--- src/rtl/frac_baud_pkg.sv ---
package frac_baud_pkg;
  localparam int unsigned FRAC_DEN = 255;

  typedef enum logic {
    OSR_16 = 1'b0,
    OSR_8  = 1'b1
  } osr_e;
endpackage

--- src/rtl/frac_baud_cfg.sv ---
module frac_baud_cfg
  import frac_baud_pkg::*;
#(
  parameter int unsigned DIV_W    = 32,
  parameter int unsigned CFG_W    = 32,
  parameter logic [CFG_W-1:0] CODE_8X  = 32'h0000_0A08,
  parameter logic [CFG_W-1:0] CODE_16X = 32'h0000_0A10
) (
  input  logic             clk_i,
  input  logic             rst_ni,
  input  logic             div_we_i,
  input  logic [DIV_W-1:0] div_i,
  input  logic             cfg_we_i,
  input  logic [CFG_W-1:0] cfg_i,
  output logic [DIV_W-1:0] div_o,
  output osr_e             osr_o,
  output logic             restart_o
);
  logic is_8x, is_16x, cfg_ok;
  logic [DIV_W-1:0] div_q;
  osr_e osr_q;

  assign is_8x  = (cfg_i == CODE_8X);
  assign is_16x = (cfg_i == CODE_16X);
  assign cfg_ok = cfg_we_i && (is_8x || is_16x);
  assign restart_o = div_we_i || cfg_ok;

  always_ff @(posedge clk_i or negedge rst_ni) begin
    if (!rst_ni) begin
      div_q <= '0;
      osr_q <= OSR_16;
    end else begin
      if (div_we_i) div_q <= div_i;
      if (cfg_ok)   osr_q <= is_8x ? OSR_8 : OSR_16;
    end
  end

  assign div_o = div_q;
  assign osr_o = osr_q;


  cfg_ignore_chk: assert property (@(posedge clk_i) disable iff (!rst_ni)
    (cfg_we_i && !is_8x && !is_16x && !div_we_i) |=> $stable(osr_q) && $stable(div_q));
endmodule

--- src/rtl/frac_baud_acc.sv ---
module frac_baud_acc #(
  parameter int unsigned ACC_W        = 34,
  parameter int unsigned REF_PERIOD_U = 2040
) (
  input  logic             clk_i,
  input  logic             rst_ni,
  input  logic             restart_i,
  input  logic             en_i,
  input  logic [ACC_W-1:0] thresh_i,
  output logic             hit_o,
  output logic             tick_o
);
  localparam logic [ACC_W-1:0] RefU  = ACC_W'(REF_PERIOD_U);
  localparam logic [ACC_W-1:0] RefU2 = ACC_W'(2 * REF_PERIOD_U);

  logic [ACC_W-1:0] acc_q, acc_d, sum;
  logic fast, hit, tick_q;

  assign sum  = acc_q + RefU;
  assign fast = (thresh_i <= RefU);
  assign hit  = en_i && (fast || (sum >= thresh_i));

  always_comb begin
    if (restart_i || !en_i || fast) acc_d = '0;
    else if (hit)                   acc_d = sum - thresh_i;
    else                            acc_d = sum;
  end

  always_ff @(posedge clk_i or negedge rst_ni) begin
    if (!rst_ni) begin
      acc_q  <= '0;
      tick_q <= 1'b0;
    end else begin
      acc_q  <= acc_d;
      tick_q <= restart_i ? 1'b0 : hit;
    end
  end

  assign hit_o  = hit && !restart_i;
  assign tick_o = tick_q;


  acc_bounded_chk: assert property (@(posedge clk_i) disable iff (!rst_ni)
    (en_i && !fast) |-> (acc_q < thresh_i));

  no_double_tick_chk: assert property (@(posedge clk_i) disable iff (!rst_ni)
    (tick_q && (thresh_i > RefU2)) |=> !tick_q);

  restart_clears_chk: assert property (@(posedge clk_i) disable iff (!rst_ni)
    restart_i |=> (!tick_q && acc_q == '0));
endmodule

--- src/rtl/frac_baud_bitdiv.sv ---
module frac_baud_bitdiv
  import frac_baud_pkg::*;
#(
  parameter int unsigned OSR_LO = 8,
  parameter int unsigned OSR_HI = 16
) (
  input  logic clk_i,
  input  logic rst_ni,
  input  logic restart_i,
  input  osr_e osr_i,
  input  logic samp_i,
  output logic bit_tick_o
);
  localparam int unsigned CNT_W = $clog2(OSR_HI);
  localparam logic [CNT_W-1:0] LastLo = CNT_W'(OSR_LO - 1);
  localparam logic [CNT_W-1:0] LastHi = CNT_W'(OSR_HI - 1);

  logic [CNT_W-1:0] cnt_q, last;
  logic bit_q, wrap;

  assign last = (osr_i == OSR_8) ? LastLo : LastHi;
  assign wrap = samp_i && (cnt_q == last);

  always_ff @(posedge clk_i or negedge rst_ni) begin
    if (!rst_ni) begin
      cnt_q <= '0;
      bit_q <= 1'b0;
    end else if (restart_i) begin
      cnt_q <= '0;
      bit_q <= 1'b0;
    end else begin
      bit_q <= wrap;
      if (wrap)        cnt_q <= '0;
      else if (samp_i) cnt_q <= cnt_q + 1'b1;
    end
  end

  assign bit_tick_o = bit_q;


  cnt_range_chk: assert property (@(posedge clk_i) disable iff (!rst_ni)
    cnt_q <= last);

  bit_restart_chk: assert property (@(posedge clk_i) disable iff (!rst_ni)
    restart_i |=> !bit_q);
endmodule

--- src/rtl/frac_baud_gen.sv ---
module frac_baud_gen
  import frac_baud_pkg::*;
#(
  parameter int unsigned DIV_W        = 32,
  parameter int unsigned FRAC_W       = 8,
  parameter int unsigned CFG_W        = 32,
  parameter int unsigned REF_PERIOD_U = 2040,
  parameter int unsigned OSR_LO       = 8,
  parameter int unsigned OSR_HI       = 16,
  parameter logic [CFG_W-1:0] CODE_8X  = 32'h0000_0A08,
  parameter logic [CFG_W-1:0] CODE_16X = 32'h0000_0A10
) (
  input  logic             clk_i,
  input  logic             rst_ni,
  input  logic             div_we_i,
  input  logic [DIV_W-1:0] div_i,
  input  logic             cfg_we_i,
  input  logic [CFG_W-1:0] cfg_i,
  output logic             sample_tick_o,
  output logic             bit_tick_o
);
  localparam int unsigned INT_W = DIV_W - FRAC_W;
  localparam int unsigned ACC_W = DIV_W + 2;

  logic [DIV_W-1:0] div_q;
  logic [INT_W-1:0] int_part;
  logic [FRAC_W-1:0] frac_part;
  logic [ACC_W-1:0] thresh;
  logic restart, en, hit;
  osr_e osr;

  frac_baud_cfg #(
    .DIV_W(DIV_W), .CFG_W(CFG_W), .CODE_8X(CODE_8X), .CODE_16X(CODE_16X)
  ) u_cfg (
    .clk_i, .rst_ni, .div_we_i, .div_i, .cfg_we_i, .cfg_i,
    .div_o(div_q), .osr_o(osr), .restart_o(restart)
  );

  assign int_part  = div_q[DIV_W-1:FRAC_W];
  assign frac_part = div_q[FRAC_W-1:0];
  assign en        = (int_part != '0);
  assign thresh    = ACC_W'(int_part) * ACC_W'(FRAC_DEN) + ACC_W'(frac_part);

  frac_baud_acc #(.ACC_W(ACC_W), .REF_PERIOD_U(REF_PERIOD_U)) u_acc (
    .clk_i, .rst_ni, .restart_i(restart), .en_i(en), .thresh_i(thresh),
    .hit_o(hit), .tick_o(sample_tick_o)
  );

  frac_baud_bitdiv #(.OSR_LO(OSR_LO), .OSR_HI(OSR_HI)) u_bit (
    .clk_i, .rst_ni, .restart_i(restart), .osr_i(osr), .samp_i(hit),
    .bit_tick_o
  );


  bit_with_sample_chk: assert property (@(posedge clk_i) disable iff (!rst_ni)
    bit_tick_o |-> sample_tick_o);

  disabled_quiet_chk: assert property (@(posedge clk_i) disable iff (!rst_ni)
    !en |-> (!sample_tick_o && !bit_tick_o));

  fast_every_clk_chk: assert property (@(posedge clk_i) disable iff (!rst_ni)
    (en && thresh <= ACC_W'(REF_PERIOD_U) && !restart) |=> sample_tick_o);
endmodule

--- config.mk ---
export PLATFORM = sky130hd
export DESIGN_NAME = frac_baud_gen
export DESIGN_NICKNAME = d
export VERILOG_FILES = /design/src/rtl/frac_baud_pkg.sv /design/src/rtl/frac_baud_cfg.sv /design/src/rtl/frac_baud_acc.sv /design/src/rtl/frac_baud_bitdiv.sv /design/src/rtl/frac_baud_gen.sv
export SDC_FILE = /design/constraint.sdc
export NUM_CORES = 1
export LEC_CHECK = 0
export BUFFER_PORTS_ARGS = -buffer_cell sky130_fd_sc_hd__buf_2
export CAP_MARGIN = 20
export CORE_UTILIZATION = 60
export DETAILED_ROUTE_END_ITERATION = 7
export GPL_ROUTABILITY_DRIVEN = 0
export PLACE_DENSITY_LB_ADDON = 0.2
export SETUP_SLACK_MARGIN = 0.05
export SLEW_MARGIN = 20
export SYNTH_ARGS = -nofsm -noshare
export SYNTH_HDL_FRONTEND = slang
export SYNTH_SLANG_ARGS = --single-unit
--- constraint.sdc ---
create_clock -name clk_i -period 13 [get_ports clk_i]
set_input_delay 0.65 -clock clk_i [delete_from_list [all_inputs] [get_ports clk_i]]
set_output_delay 0.65 -clock clk_i [all_outputs]
set_load 0.02 [all_outputs]
==> run_results.csv, run 1 <==
group,metric,value,unit
yosys,synth_fa_ha_area_share,35.64,%
clocking,clk_pin_slew_worst_paths,0.07,ns
critical_path,worstPathRequired,13.26,ns
die,die_h,136.0,µm
global_routing,antenna_found_initial,0,
route,viasPerCell,5.788,
route,wl_per_cell,16.46,µm
global_routing,grt_overflow,0,
critical_path,critPathKind,"reg -> reg",
route,drc,0,
global_routing,grt_pass1_wl,42.68,mm
global_routing,met3_usage,3.915,%
final_layout,drive_above_1_share,9.335,%
critical_path,path_max_fanout,45,
final_layout,area_growth,7.899,%
global_routing,grt_pass1_vias,8994,
yosys,syn_avg_cell_area,8.946,µm²
critical_path,cpMostUsedCell,"inv_1",
clocking,htreeDepth,3,
yosys,synth_edf_count,0,
critical_path,crit_path_end_kind,"register",
yosys,syn_inst,1204,
clocking,numCtsBuffers,9,
sta,clock.fmax,0.1180,GHz
run,drv_cap,0,
final_layout,nets,1560,
sta,rsz0062_at_grt,"no",
global_routing,gr-usage-met1,38.66,%
sta,post-route-period-util,65.18,%
global_routing,busiest_layer,"met2",
global_routing,grt_max_degree,58,
placement,io_buffers,69,
final_layout,final_cell_mix,"inv_1, fa_1, ha_1, nand2_1, dfrtp_1",
clocking,cts_hold_buf,0,
yosys,ys_seq_area_share,16.96,%
die,ioPinCount,70,
sta,hold_viol,0,
critical_path,critPathBufInv,6,
route,drt_iter0_markers,606,
clocking,cts_tree,"done",
yosys,synth_xor_area_share,7.028,%
yosys,synth.yosys.warnings,0,
yosys,synth_top_flop_cell,"dfrtp_1",
route,drt-total-wl,24.51,mm
yosys,syn-num-nets,1505,
critical_path,crit_arrival,8.74,ns
clocking,cts_resized,0,
critical_path,cp-start-kind,"register",
clocking,clockBufferDepth,2,
hold_path,hp-class,"in -> async",
sta,finalMaxSlewViolations,0,
status,status,"completed",
die,die-area,18490,µm²
clocking,cts_setup_buffers,0,
yosys,synth_area,10770,µm²
clocking,insertion_delay,0.35,ns
critical_path,path_delay_family,"compound AO/OA/AOI/OAI gates",
sta,finalSetupViolCount,0,
sta,skew,0.005353,ns
route,drtPass1Iterations,5,
critical_path,cpMaxStageDelayCell,"fa_1",
placement,dp_hpwl,19.94,mm
global_routing,grt_usage,29.43,%
route,antenna_left,0,
yosys,synth_top_family_by_area,"adder cells",
sta,fin_crit,8.474,ns
route,via_count,8618,
yosys,yosys.area_share.simple,14.36,%
yosys,synth_mux_area_share,3.264,%
sta,max_slew_margin,33.66,%
sta,tns,0,ns
sta,max_slew.worst_pin.slew,0.9951,ns
yosys,async_flop_share,100.0,%
yosys,synth-seq-cells,73,
global_routing,use_met2,50.40,%
die,die_w,136.0,µm
die,rows,48,
die,start_util,61.85,%
yosys,synth-compound-area-share,14.14,%
clocking,cts-root-buf,"clkbuf_16",
die,fp.coreArea,17420,µm²
final_layout,final_common_cell,"inv_1",
final_layout,n_antenna_cell,0,
yosys,ys_types,73,
critical_path,slowest_delay,0.64,ns
clocking,clkSinkCount,73,
critical_path,r2r_slack,4.53,ns
-- kinds of logic (layout without fill, tap and decap cells) --
family | Yosys count | after routing
and+or+nand+nor | 305 | 305
muxes | 34 | 34
DFF | 73 | 73
adders and majority gates | 236 | 236
xor gates and xnor gates | 84 | 84
AOI/OAI and AO/OA | 232 | 232
buffers and inverters | 240 | 300
-- layer usage --
metal,vias up,routed length [µm]
li1,4150,-
met1,4223,10630
met2,202,12250
met3,43,1042
met4,0,584
met5,-,0
-- per-stage QoR --
step / setup slack [ns] / hold slack (ns) / util, % / cell area [µm²] / instances
floorplan: 5.502 / 0.3544 / - / 10770 / 1204
global placement: 4.913 / 0.5093 / 64.85 / 11290 / 1473
detailed placement: 4.669 / 0.5205 / 64.85 / 11290 / 1473
CTS: 4.651 / 0.2030 / 66.73 / 11620 / 1489
global route: 3.900 / 0.2187 / 66.73 / 11620 / 1489
finish: 4.526 / 0.1964 / 66.73 / 11620 / 1489
-- sequential cells by signal, summed over array words and instances (netlist names) --
name	flops
u_acc.acc_q	34
u_bit.cnt_q	4
u_acc.tick_o	1
u_cfg.osr_o	1
u_cfg.div_o	32
u_bit.bit_tick_o	1
-- synthesized netlist by cell type (all sizes together), types with 14 or more instances --
library cell | count | share of area, %
inv | 211 | 7.4
nor3 | 16 | 0.79
mux2i | 25 | 2.3
and3 | 14 | 0.81
nand2 | 83 | 2.9
clkbuf | 24 | 0.84
a21oi | 60 | 2.8
ha | 114 | 13
a21o | 24 | 1.7
nand3 | 31 | 1.5
xor2 | 30 | 2.5
fa | 119 | 22
dfrtp | 73 | 17
nor2 | 67 | 2.3
xnor2 | 53 | 4.3
nand4 | 18 | 1.0
a211oi | 14 | 1.1
o21ai | 61 | 2.8
-- path summary, 6_finish.rpt --
kind,cells after the start,start,endpoint
hold reg to reg,1,u_acc.acc_q[3]$_DFF_PN0_,u_acc.acc_q[3]$_DFF_PN0_
max in group asynchronous,2,rst_ni,u_acc.acc_q[33]$_DFF_PN0_
min in group clk_i,3,div_i[20],u_cfg.div_o[20]$_DFFE_PN0P_
hold / removal,1,rst_ni,u_cfg.div_o[6]$_DFFE_PN0P_
setup / recovery,30,u_cfg.div_o[11]$_DFFE_PN0P_,u_acc.acc_q[20]$_DFF_PN0_
setup reg to reg,30,u_cfg.div_o[11]$_DFFE_PN0P_,u_acc.acc_q[20]$_DFF_PN0_
-- area by class of cell --
cell class / count / area [µm²]
Clock inverter: 7 / 102.6
Tap cell: 225 / 281.5
Multi-Input combinational cell: 891 / 8016
Fill cell: 1471 / 5794
Clock buffer: 9 / 225.2
Sequential cell: 73 / 1827
Timing Repair Buffer: 73 / 377.9
Inverter: 211 / 792.0
Power of run 1 is not shown: default switching activity piles up to over one toggle a cycle in this logic, so the estimate is an artifact.
==> run 2, diff against run 1 <==
--- a/config.mk
+++ b/config.mk
@@ -5,6 +5,7 @@
 export SDC_FILE = /design/constraint.sdc
 export NUM_CORES = 1
 export LEC_CHECK = 0
+export ABC_AREA = 1
 export BUFFER_PORTS_ARGS = -buffer_cell sky130_fd_sc_hd__buf_2
 export CAP_MARGIN = 20
 export CORE_UTILIZATION = 60
==> constraint.sdc (replaced) <==
create_clock -name clk_i -period 8.8 [get_ports clk_i]
set_input_delay 0.44 -clock clk_i [delete_from_list [all_inputs] [get_ports clk_i]]
set_output_delay 0.44 -clock clk_i [all_outputs]
set_load 0.02 [all_outputs]
==> run 2 against run 1 <==
Effect of this change:
- die area up 9.4%
- final cell count rose by 33%
- clock skew rose by 0.0076 ns
- critical endpoint is now u_acc.acc_q[21]$_DFF_PN0_
- register-to-register slack got worse by 2.8 ns
- synthesized area up 9.6%
- critical path type unchanged
- global-route usage grew 1.8 points
==> run_results.csv, run 2 <==
group,metric,value,unit
status,status,"completed",
clocking,clockBufferDepth,2,
critical_path,critPathKind,"reg -> reg",
critical_path,worstReg2RegStart,"u_cfg.div_o[11]$_DFFE_PN0P_",
critical_path,critPathBufInv,6,
critical_path,cp_num_cells,30,
sta,hold_viol,0,
yosys,synth_most_common_cell,"nand2_1",
route,wl_per_cell,14.54,µm
critical_path,crit_start,"u_cfg.div_o[11]$_DFFE_PN0P_",
yosys,ys_seq_area_share,15.48,%
critical_path,slowest_delay,0.65,ns
sta,max_slew_margin,35.96,%
final_layout,largest_reg_flops,34,
yosys,ys_types,47,
global_routing,grt_usage,31.27,%
yosys,yosysTopAreaCell,"fa_1",
global_routing,grt_overflow,0,
route,viasPerCell,5.374,
run,drv_cap,0,
final_layout,drive_above_1_share,8.207,%
route,drt-total-wl,28.76,mm
global_routing,grt_pass1_wl,49.91,mm
route,antenna_left,0,
clocking,numCtsBuffers,9,
sta,post-route-period-util,80.33,%
final_layout,final_cell_mix,"nand2_1, inv_1, nor2_1, fa_1, ha_1",
hold_path,hp-class,"in -> async",
critical_path,path_delay_family,"adder cells",
die,rows,50,
clocking,clkSinkCount,73,
sta,clock.fmax,0.1415,GHz
placement,io_buffers,69,
sta,tns,0,ns
clocking,htreeDepth,3,
die,ioPinCount,70,
yosys,synth-seq-cells,73,
final_layout,area_growth,7.176,%
die,die_w,142.3,µm
sta,max_slew.worst_pin.slew,0.9606,ns
final_layout,regMostFlops,"u_acc.acc_q",
final_layout,n_antenna_cell,0,
global_routing,antenna_found_initial,0,
critical_path,r2r-end,"u_acc.acc_q[21]$_DFF_PN0_",
clocking,cts_resized,0,
die,die-area,20240,µm²
critical_path,r2r_slack,1.73,ns
die,start_util,62.07,%
critical_path,crit_arrival,7.35,ns
placement,dp_hpwl,24.07,mm
yosys,synthTopCellsByArea,"fa_1, dfrtp_1, ha_1",
route,drc,0,
critical_path,path_max_fanout,40,
global_routing,grt_max_degree,74,
sta,finalSetupViolCount,0,
critical_path,crit_path_end_kind,"register",
clocking,cts-root-buf,"clkbuf_16",
die,die_h,142.3,µm
yosys,syn-num-nets,1951,
route,drt_iter0_markers,804,
clocking,cts_hold_buf,0,
yosys,yosys-top-cells-count,"nand2_1, inv_1, nor2_1",
sta,fin_crit,7.069,ns
route,via_count,10630,
yosys,synth_edf_count,0,
clocking,cts_tree,"done",
clocking,cts_setup_buffers,0,
clocking,insertion_delay,0.36,ns
critical_path,cp-start-kind,"register",
critical_path,cp-endpoint,"u_acc.acc_q[21]$_DFF_PN0_",
sta,finalMaxSlewViolations,0,
global_routing,grt_pass1_vias,10640,
yosys,async_flop_share,100.0,%
yosys,synth.yosys.warnings,0,
die,fp.coreArea,19020,µm²
yosys,synth_top_flop_cell,"dfrtp_1",
critical_path,ff2ff_path_depth,30,
yosys,syn_avg_cell_area,7.154,µm²
critical_path,cpMaxStageDelayCell,"fa_1",
critical_path,worstPathRequired,9.08,ns
yosys,synth_top_area_share,20.18,%
final_layout,final_common_cell,"nand2_1",
yosys,syn_inst,1650,
yosys,synth_area,11800,µm²
route,drtPass1Iterations,7,
sta,rsz0062_at_grt,"no",
final_layout,nets,2014,
clocking,clk_pin_slew_worst_paths,0.07,ns
sta,skew,0.01291,ns
## run 2: cell types whose count changed after synthesis, moves of 19 or more
| cell | previous run | this run |
|---|---|---|
| a21o_1 | 24 | 3 |
| inv_1 | 211 | 352 |
| nor2_1 | 67 | 184 |
| mux2i_1 | 25 | 0 |
| nand2_1 | 83 | 357 |
| xnor2_1 | 53 | 25 |
| nand3_1 | 30 | 83 |
| nand4_1 | 18 | 37 |
## run 2: through the flow
step	utilization [%]	hold slack, ns	setup WS (ns)	instance area, µm²	cells
floorplan	-	0.1444	2.922	11800	1650
global placement	65.09	0.5102	1.913	12380	1962
detailed placement	65.09	0.5186	1.878	12380	1962
CTS	66.52	0.2673	1.823	12650	1978
global route	66.52	0.2955	1.225	12650	1978
finish	66.52	0.2271	1.731	12650	1978
## run 2: cells by family after synthesis
kind of cell	share of synthesized area [%]
flip-flops	15.48
AO/OA/AOI/OAI	7.515
AND/OR/NAND/NOR	26.49
buffers and inverters	12.50
multiplexers	0.8586
adder cells (fa/ha/maj)	32.27
XOR/XNOR	4.897
## run 2: metal layers
metal  vias to the layer above  global-route usage (%)  share of wire [%]
met1                      4976                   41.59                 44
met3                        51                   3.499                6.1
li1                       5239                       -                  -
met5                         -                       0                  0
met2                       364                   54.00                 48
met4                         0                   8.432                2.1
## run 2: area by class of cell
| type | count | area (µm²) |
|---|---|---|
| Multi-Input combinational cell | 1195 | 8502 |
| Inverter | 364 | 1370 |
| Clock buffer | 10 | 229.0 |
| Tap cell | 260 | 325.3 |
| Clock inverter | 6 | 42.54 |
| Timing Repair Buffer | 70 | 355.3 |
| Sequential cell | 73 | 1827 |
| Fill cell | 1769 | 6367 |
## run 2: how the worst min path moves through the flow
| stage | cells past startpoint | slack [ns] | from | to |
|---|---|---|---|---|
| 6_report | 1 | 0.23 | rst_ni | u_cfg.div_o[12]$_DFFE_PN0P_ |
| 5_1_grt | 3 | 0.30 | div_i[12] | u_cfg.div_o[12]$_DFFE_PN0P_ |
| 3_3_place_gp | 1 | 0.51 | u_cfg.div_o[0]$_DFFE_PN0P_ | u_cfg.div_o[0]$_DFFE_PN0P_ |
| 3_5_place_dp | 1 | 0.52 | u_cfg.div_o[0]$_DFFE_PN0P_ | u_cfg.div_o[0]$_DFFE_PN0P_ |
| 2_1_floorplan | 0 | 0.14 | rst_ni | u_acc.acc_q[0]$_DFFE_PN0P_ |
| 4_1_cts | 1 | 0.27 | rst_ni | u_cfg.div_o[25]$_DFFE_PN0P_ |
## run 2: worst reg2reg max path, delay by kind of cell (launching register included)
family | cells | cell delay, ns
simple gates | 14 | 2.04
xor+xnor | 1 | 0.24
fa+ha+maj | 6 | 2.91
buf+inv | 6 | 0.65
flops | 1 | 0.52
compound gates | 3 | 0.65
Power of run 2 is left out for the same reason.
